`src/rtl/loop_seq_pkg.sv`:
```
package loop_seq_pkg;

  typedef enum logic [1:0] {
    FLD_START = 2'd0,
    FLD_END   = 2'd1,
    FLD_COUNT = 2'd2,
    FLD_RSVD  = 2'd3
  } cfg_field_e;

  // True when a write strobe targets a given field of a given slot.
  function automatic logic field_hit(input logic we, input logic sel_match,
                                     input logic [1:0] fld, input cfg_field_e want);
    return we && sel_match && (fld == want);
  endfunction

endpackage

```
`src/rtl/loop_seq_slot.sv`:
```
module loop_seq_slot #(
  parameter int ADDR_W = 16,
  parameter int CNT_W  = 8
) (
  input  logic              clk,
  input  logic              rst_n,
  input  logic              flush,
  input  logic              wr_start,
  input  logic              wr_end,
  input  logic              wr_count,
  input  logic [ADDR_W-1:0] wdata,
  input  logic              fetch_en,
  input  logic [ADDR_W-1:0] pc_in,
  input  logic              take,
  input  logic              reload,
  input  logic              retire,
  output logic [ADDR_W-1:0] start_q,
  output logic              end_hit,
  output logic              spent,
  output logic              armed
);

  logic [ADDR_W-1:0] start_r;
  logic [ADDR_W-1:0] end_r;
  logic [CNT_W-1:0]  prog_cnt_r;
  logic [CNT_W-1:0]  rem_r;
  logic              armed_r;
  logic [CNT_W-1:0]  wr_cnt;

  assign wr_cnt = wdata[CNT_W-1:0];

  // Address registers: independent of the arming state.
  always_ff @(posedge clk or negedge rst_n) begin
    if (!rst_n) begin
      start_r <= '0;
      end_r   <= '0;
    end else begin
      if (wr_start) start_r <= wdata;
      if (wr_end)   end_r   <= wdata;
    end
  end

  // Count and arming state. Flush dominates, then a count write,
  // then the three mutually exclusive loop events.
  always_ff @(posedge clk or negedge rst_n) begin
    if (!rst_n) begin
      prog_cnt_r <= '0;
      rem_r      <= '0;
      armed_r    <= 1'b0;
    end else if (flush) begin
      armed_r    <= 1'b0;
    end else if (wr_count) begin
      prog_cnt_r <= wr_cnt;
      rem_r      <= wr_cnt;
      armed_r    <= (wr_cnt != '0);
    end else if (take) begin
      rem_r      <= rem_r - CNT_W'(1);
    end else if (reload) begin
      rem_r      <= prog_cnt_r;
    end else if (retire) begin
      armed_r    <= 1'b0;
    end
  end

  assign start_q = start_r;
  assign end_hit = armed_r && fetch_en && (pc_in == end_r);
  assign spent   = (rem_r == '0);
  assign armed   = armed_r;

endmodule

```
`src/rtl/loop_seq_arb.sv`:
```
module loop_seq_arb #(
  parameter int NLOOP = 3
) (
  input  logic             flush,
  input  logic [NLOOP-1:0] hit_vec,
  input  logic [NLOOP-1:0] spent_vec,
  output logic [NLOOP-1:0] take_vec,
  output logic [NLOOP-1:0] reload_vec,
  output logic [NLOOP-1:0] retire_vec
);

  // Isolate the lowest set bit: index 0 has the highest priority.
  function automatic logic [NLOOP-1:0] lowest_one(input logic [NLOOP-1:0] v);
    return v & (~v + NLOOP'(1));
  endfunction

  // Mask of all bit positions below a one-hot bit (zero when none).
  function automatic logic [NLOOP-1:0] below_mask(input logic [NLOOP-1:0] oh);
    return (oh == '0) ? '0 : (oh - NLOOP'(1));
  endfunction

  logic [NLOOP-1:0] cand_vec;
  logic [NLOOP-1:0] done_vec;
  logic [NLOOP-1:0] winner;

  assign cand_vec = hit_vec & ~spent_vec;
  assign done_vec = hit_vec & spent_vec;
  assign winner   = lowest_one(cand_vec);

  always_comb begin
    take_vec   = '0;
    reload_vec = '0;
    retire_vec = '0;
    if (!flush) begin
      take_vec = winner;
      if (winner != '0) reload_vec = done_vec & below_mask(winner);
      else              retire_vec = done_vec;
    end
  end

endmodule

```
`src/rtl/loop_seq.sv`:
```
module loop_seq
  import loop_seq_pkg::*;
#(
  parameter int ADDR_W = 16,
  parameter int CNT_W  = 8,
  parameter int NLOOP  = 3,
  localparam int SEL_W = (NLOOP > 1) ? $clog2(NLOOP) : 1
) (
  input  logic              clk,
  input  logic              rst_n,
  input  logic              flush,
  input  logic              cfg_we,
  input  logic [SEL_W-1:0]  cfg_sel,
  input  logic [1:0]        cfg_field,
  input  logic [ADDR_W-1:0] cfg_data,
  input  logic              fetch_en,
  input  logic [ADDR_W-1:0] pc_in,
  output logic [ADDR_W-1:0] next_pc,
  output logic              redirect,
  output logic [NLOOP-1:0]  loop_active
);

  // Sequential step of the program counter.
  function automatic logic [ADDR_W-1:0] pc_step(input logic [ADDR_W-1:0] pc);
    return pc + ADDR_W'(1);
  endfunction

  logic [ADDR_W-1:0] start_arr [NLOOP];
  logic [NLOOP-1:0]  hit_vec;
  logic [NLOOP-1:0]  spent_vec;
  logic [NLOOP-1:0]  take_vec;
  logic [NLOOP-1:0]  reload_vec;
  logic [NLOOP-1:0]  retire_vec;
  logic [ADDR_W-1:0] loop_target;

  for (genvar g = 0; g < NLOOP; g++) begin : g_slot
    logic sel_match;
    assign sel_match = (cfg_sel == SEL_W'(g));

    loop_seq_slot #(
      .ADDR_W (ADDR_W),
      .CNT_W  (CNT_W)
    ) u_slot (
      .clk      (clk),
      .rst_n    (rst_n),
      .flush    (flush),
      .wr_start (field_hit(cfg_we, sel_match, cfg_field, FLD_START)),
      .wr_end   (field_hit(cfg_we, sel_match, cfg_field, FLD_END)),
      .wr_count (field_hit(cfg_we, sel_match, cfg_field, FLD_COUNT)),
      .wdata    (cfg_data),
      .fetch_en (fetch_en),
      .pc_in    (pc_in),
      .take     (take_vec[g]),
      .reload   (reload_vec[g]),
      .retire   (retire_vec[g]),
      .start_q  (start_arr[g]),
      .end_hit  (hit_vec[g]),
      .spent    (spent_vec[g]),
      .armed    (loop_active[g])
    );
  end

  loop_seq_arb #(
    .NLOOP (NLOOP)
  ) u_arb (
    .flush      (flush),
    .hit_vec    (hit_vec),
    .spent_vec  (spent_vec),
    .take_vec   (take_vec),
    .reload_vec (reload_vec),
    .retire_vec (retire_vec)
  );

  // AND-OR select of the winning start address (take_vec is one-hot or zero).
  always_comb begin
    loop_target = '0;
    for (int i = 0; i < NLOOP; i++) begin
      if (take_vec[i]) loop_target = loop_target | start_arr[i];
    end
  end

  assign redirect = (take_vec != '0);
  assign next_pc  = redirect ? loop_target : pc_step(pc_in);

endmodule

```
`config.mk`:
```
export PLATFORM = sky130hd
export DESIGN_NAME = loop_seq
export DESIGN_NICKNAME = d
export VERILOG_FILES = /design/src/rtl/loop_seq_pkg.sv /design/src/rtl/loop_seq_slot.sv /design/src/rtl/loop_seq_arb.sv /design/src/rtl/loop_seq.sv
export SDC_FILE = /design/constraint.sdc
export NUM_CORES = 1
export LEC_CHECK = 0
export ABC_CLOCK_PERIOD_IN_PS = 2700
export CAP_MARGIN = 20
export CORE_ASPECT_RATIO = 1.5
export CORE_MARGIN = 4
export CORE_UTILIZATION = 35
export CTS_CLUSTER_DIAMETER = 200
export DETAILED_ROUTE_END_ITERATION = 7
export DONT_BUFFER_PORTS = 1
export MAX_ROUTING_LAYER = met4
export PLACE_DENSITY = 0.54
export SYNTH_ARGS = -nofsm -noshare
export SYNTH_HDL_FRONTEND = slang
export SYNTH_SLANG_ARGS = --single-unit
```
`constraint.sdc`:
```
create_clock -name clk -period 2.7 [get_ports clk]
set_input_delay 0 -clock clk [delete_from_list [all_inputs] [get_ports clk]]
set_output_delay 0 -clock clk [all_outputs]
set_load 0.02 [all_outputs]
```
==> results.yml <==
logic_synthesis:
  synth-async-reset-ratio_pct: 100
  synth_nets: 695
  synth_cell_types: 64
  synth-compound-area-share_pct: 8.41
  synthAdderAreaFrac_pct: 0.832
  yosys.area_share.xor_xnor_pct: 8.27
  syn_inst: 649
  synth_top_family_by_area: "multiplexers"
  synth-simple-area-share_pct: 10.9
  syn-cell-area_sq_um: 7520
  main_flop_type_after_synthesis: "dfrtp_1"
  synth.avg_cell_area_sq_um: 11.6
  synth-seq-area-share_pct: 46.3
  synth-seq-cells: 139
  synth-edff-count: 0
  synth.area.mux_share_pct: 21.4
  yosys_warnings: 0
worst_setup_path:
  cell_chain_critical_path: "inv_1 -> ha_2 -> or3b_4 -> nor4b_4 -> buf_4 -> or3_4 -> a2111oi_4 -> buf_6 -> a222oi_1 -> buf_4 -> mux2i_2 -> buf_4"
  rrSetupSlack_ps: -40
  cpMaxStageDelayCell: "dfrtp_1"
  worst_r2r_startpoint: "g_slot[1].u_slot.end_r[13]$_DFFE_PN0P_"
  max_stage_delay_ps: 400
  reg2regPathDepth: 10
  maximum_fanout_along_the_worst_path: 6
  cp_data_required_time_ps: 2700
  cp-start-kind: "flop"
  worst_r2r_endpoint: "g_slot[1].u_slot.rem_r[1]$_DFFE_PN0P_"
  path_common_cell: "buf_4"
  cp.arrival_ps: 3040
  timing.setup.critical_path_class: "flop to primary output"
  end_kind: "primary output"
floorplan:
  floorplan.die.height_um: 187
  floorplan.initialDensity_pct: 35.7
  die_w_um: 128
  dieArea_sq_um: 23900
  coreArea_sq_um: 21100
  io_count: 61
  core.rowCount: 65
clocking:
  h-tree-depth: 4
  numCtsBuffers: 17
  cts.sink_count: 139
  max_clock_buf_depth: 2
  cts_tree: "yes"
  root_cell_of_the_clock_tree: "clkbuf_16"
  cts.clk_slew.worst_paths_ps: 70
  clk-insertion-delay-late_ps: 430
  cts_hold_buffers: 22
final_layout:
  multi_input_area_sq_um: 3910
  flow.area_growth_from_synthesis_pct: 23.9
  antenna-diode-count: 0
  layout_cell_share_with_drive_strength_beyond_1_pct: 37.0
  nets: 766
  final_area_sq_um: 9310
  layout_commonest_cell: "dfrtp_1"
  layout.core_utilization_pct: 44.2
  finished_layout_cells: 1001
  final_cell_mix: "dfrtp_1, mux2_2, buf_4"
  layout.area.seq_sq_um: 3480
  fillers: 1953
global_route:
  first_global_vias: 6029
  globalRouteTotalUtil_pct: 19.6
  number_of_antenna_violations_at_the_first_check_in_global_routing: 0
  grt_start_max_net_pins: 140
  first_pass_grt_wire_length_um: 34600
  globalRoute.totalOverflow: 0
sta:
  fin_hold_ws_ps: -747
  timing.max_slew.rel_slack_pct: 36.3
  tightestPinTransition_ps: 955
  skew_ps: 8.64
  finalHoldViolCount: 139
  maximum_clock_frequency_ghz: 0.329
  slew_viol_final: 0
  timing.final.crit_share_pct: 113
  final_period_minus_worst_setup_slack_ps: 3040
  post-route-worst-setup-slack_ps: -343
  finalSetupViolCount: 22
  setup_total_neg_slack_ps: -4270
  grt_setup_unrepaired: "true"
placement:
  hpwlAfterDp_um: 15100
  place_area_sq_um: 8120
  post-place-ws_ps: -135
  place_congestion: 0.867
  dp.cells: 932
  numPortBuffers: 0
drt:
  drt_drc_violations_left: 0
  antenna_violating_nets_post_route: 0
  route.final.wire_length_um: 22400
  dr.pass1.iters: 6
  drt_first_iter_violations: 381
  post_drt_via_cell_ratio: 5.56
  drt-wirelength-per-cell_um: 22.4
  vias: 5565
outcome:
  failed_checks: "negative hold slack, negative setup slack"
  status: "complete, but fails checks"
pwr:
  pwr_density_cell_nw_per_um2: 667
  power.leakage_nw: 3.96
  worst_ir_drop_vdd_mv: 0.435
run:
  max-cap-violations: 0
min_path:
  holdCritPathClass: "primary input to asynchronous set/reset pin"
[worst max-delay path: cells and delay by family (launching register included)]
kind                     cells  cell delay, ps
adder cells (fa/ha/maj)      1             170
multiplexers                 1              70
buffers and inverters        5             760
AND/OR/NAND/NOR              3             800
flip-flops                   1             400
AO/OA/AOI/OAI                2             420
[cell families after synthesis]
kind of cell    after synthesis
simple gates                152
fa+ha+maj                     5
flops                       139
compound gates               77
mux                         145
buf+inv                      60
xor+xnor                     71
[how the worst max path moves through the flow]
| stage | to | start | slack [ps] | cells after the start |
|---|---|---|---|---|
| floorplan | next_pc[12] | g_slot[1].u_slot.rem_r[0]$_DFFE_PN0P_ | 5 | 10 |
| global placement | next_pc[2] | g_slot[0].u_slot.rem_r[1]$_DFFE_PN0P_ | -110 | 11 |
| detailed placement | next_pc[2] | g_slot[1].u_slot.end_r[3]$_DFFE_PN0P_ | -130 | 10 |
| CTS | next_pc[2] | g_slot[1].u_slot.rem_r[1]$_DFFE_PN0P_ | -440 | 12 |
| global route | next_pc[5] | g_slot[1].u_slot.rem_r[1]$_DFFE_PN0P_ | -520 | 12 |
| finish | next_pc[2] | g_slot[1].u_slot.rem_r[1]$_DFFE_PN0P_ | -340 | 12 |
[synth_stat cells, drive strengths merged (9+ instances only)]
cell type / instances / share of area (%)
nand3: 17 / 1.1
xnor2: 16 / 1.9
xor2: 55 / 6.4
buf: 25 / 2.1
nor2: 22 / 1.1
mux2: 124 / 19
a222oi: 15 / 2.0
nand2: 43 / 2.1
mux2i: 21 / 2.8
o21ai: 15 / 1.0
nor4: 16 / 1.3
nor3: 9 / 0.75
or3: 9 / 0.83
clkbuf: 22 / 1.2
dfrtp: 139 / 46
inv: 13 / 0.65
[flip-flops by register name (all words and copies together) (netlist names)]
| register | cells |
|---|---|
| g_slot.u_slot.prog_cnt_r | 16 |
| g_slot.u_slot.start_q | 48 |
| g_slot.u_slot.rem_r | 24 |
| g_slot.u_slot.end_r | 48 |
| g_slot.u_slot.armed | 3 |
[timing repair]
item	in CTS	in global routing
setup endpoints to repair	32	31
resized for setup	31	22
pin swaps	10	10
setup buffers	5	10
endpoints found under the hold margin	278	139
gates cloned	2	1
[routing by layer]
layer,vias up,track usage (%),wire [um]
met5,-,-,0
met4,0,8.33,803
met3,50,5.63,1490
met2,185,32.0,11300
met1,2821,22.3,8790
li1,2509,-,-
[cell type report]
cell class | count | area share [%]
Clock buffer | 17 | 4.57
Clock inverter | 15 | 1.57
Timing Repair Buffer | 99 | 10.4
Tap cell | 268 | 3.60
Multi-Input combinational cell | 450 | 42.0
Sequential cell | 139 | 37.4
Inverter | 13 | 0.524
[metrics by stage]
step	hold WS (ps)	total power, mW
global placement	-291	3.77
floorplan	-296	3.58
global route	-770	6.51
CTS	-762	6.23
finish	-747	6.21
detailed placement	-291	3.84
[where the power goes]
group	internal (mW)	switching, mW	total (mW)
logic	0.643	0.474	1.12
clock network	1.23	1.06	2.28
registers	2.52	0.288	2.81
total	4.39	1.82	6.21
(Power assumes the default switching activity.)
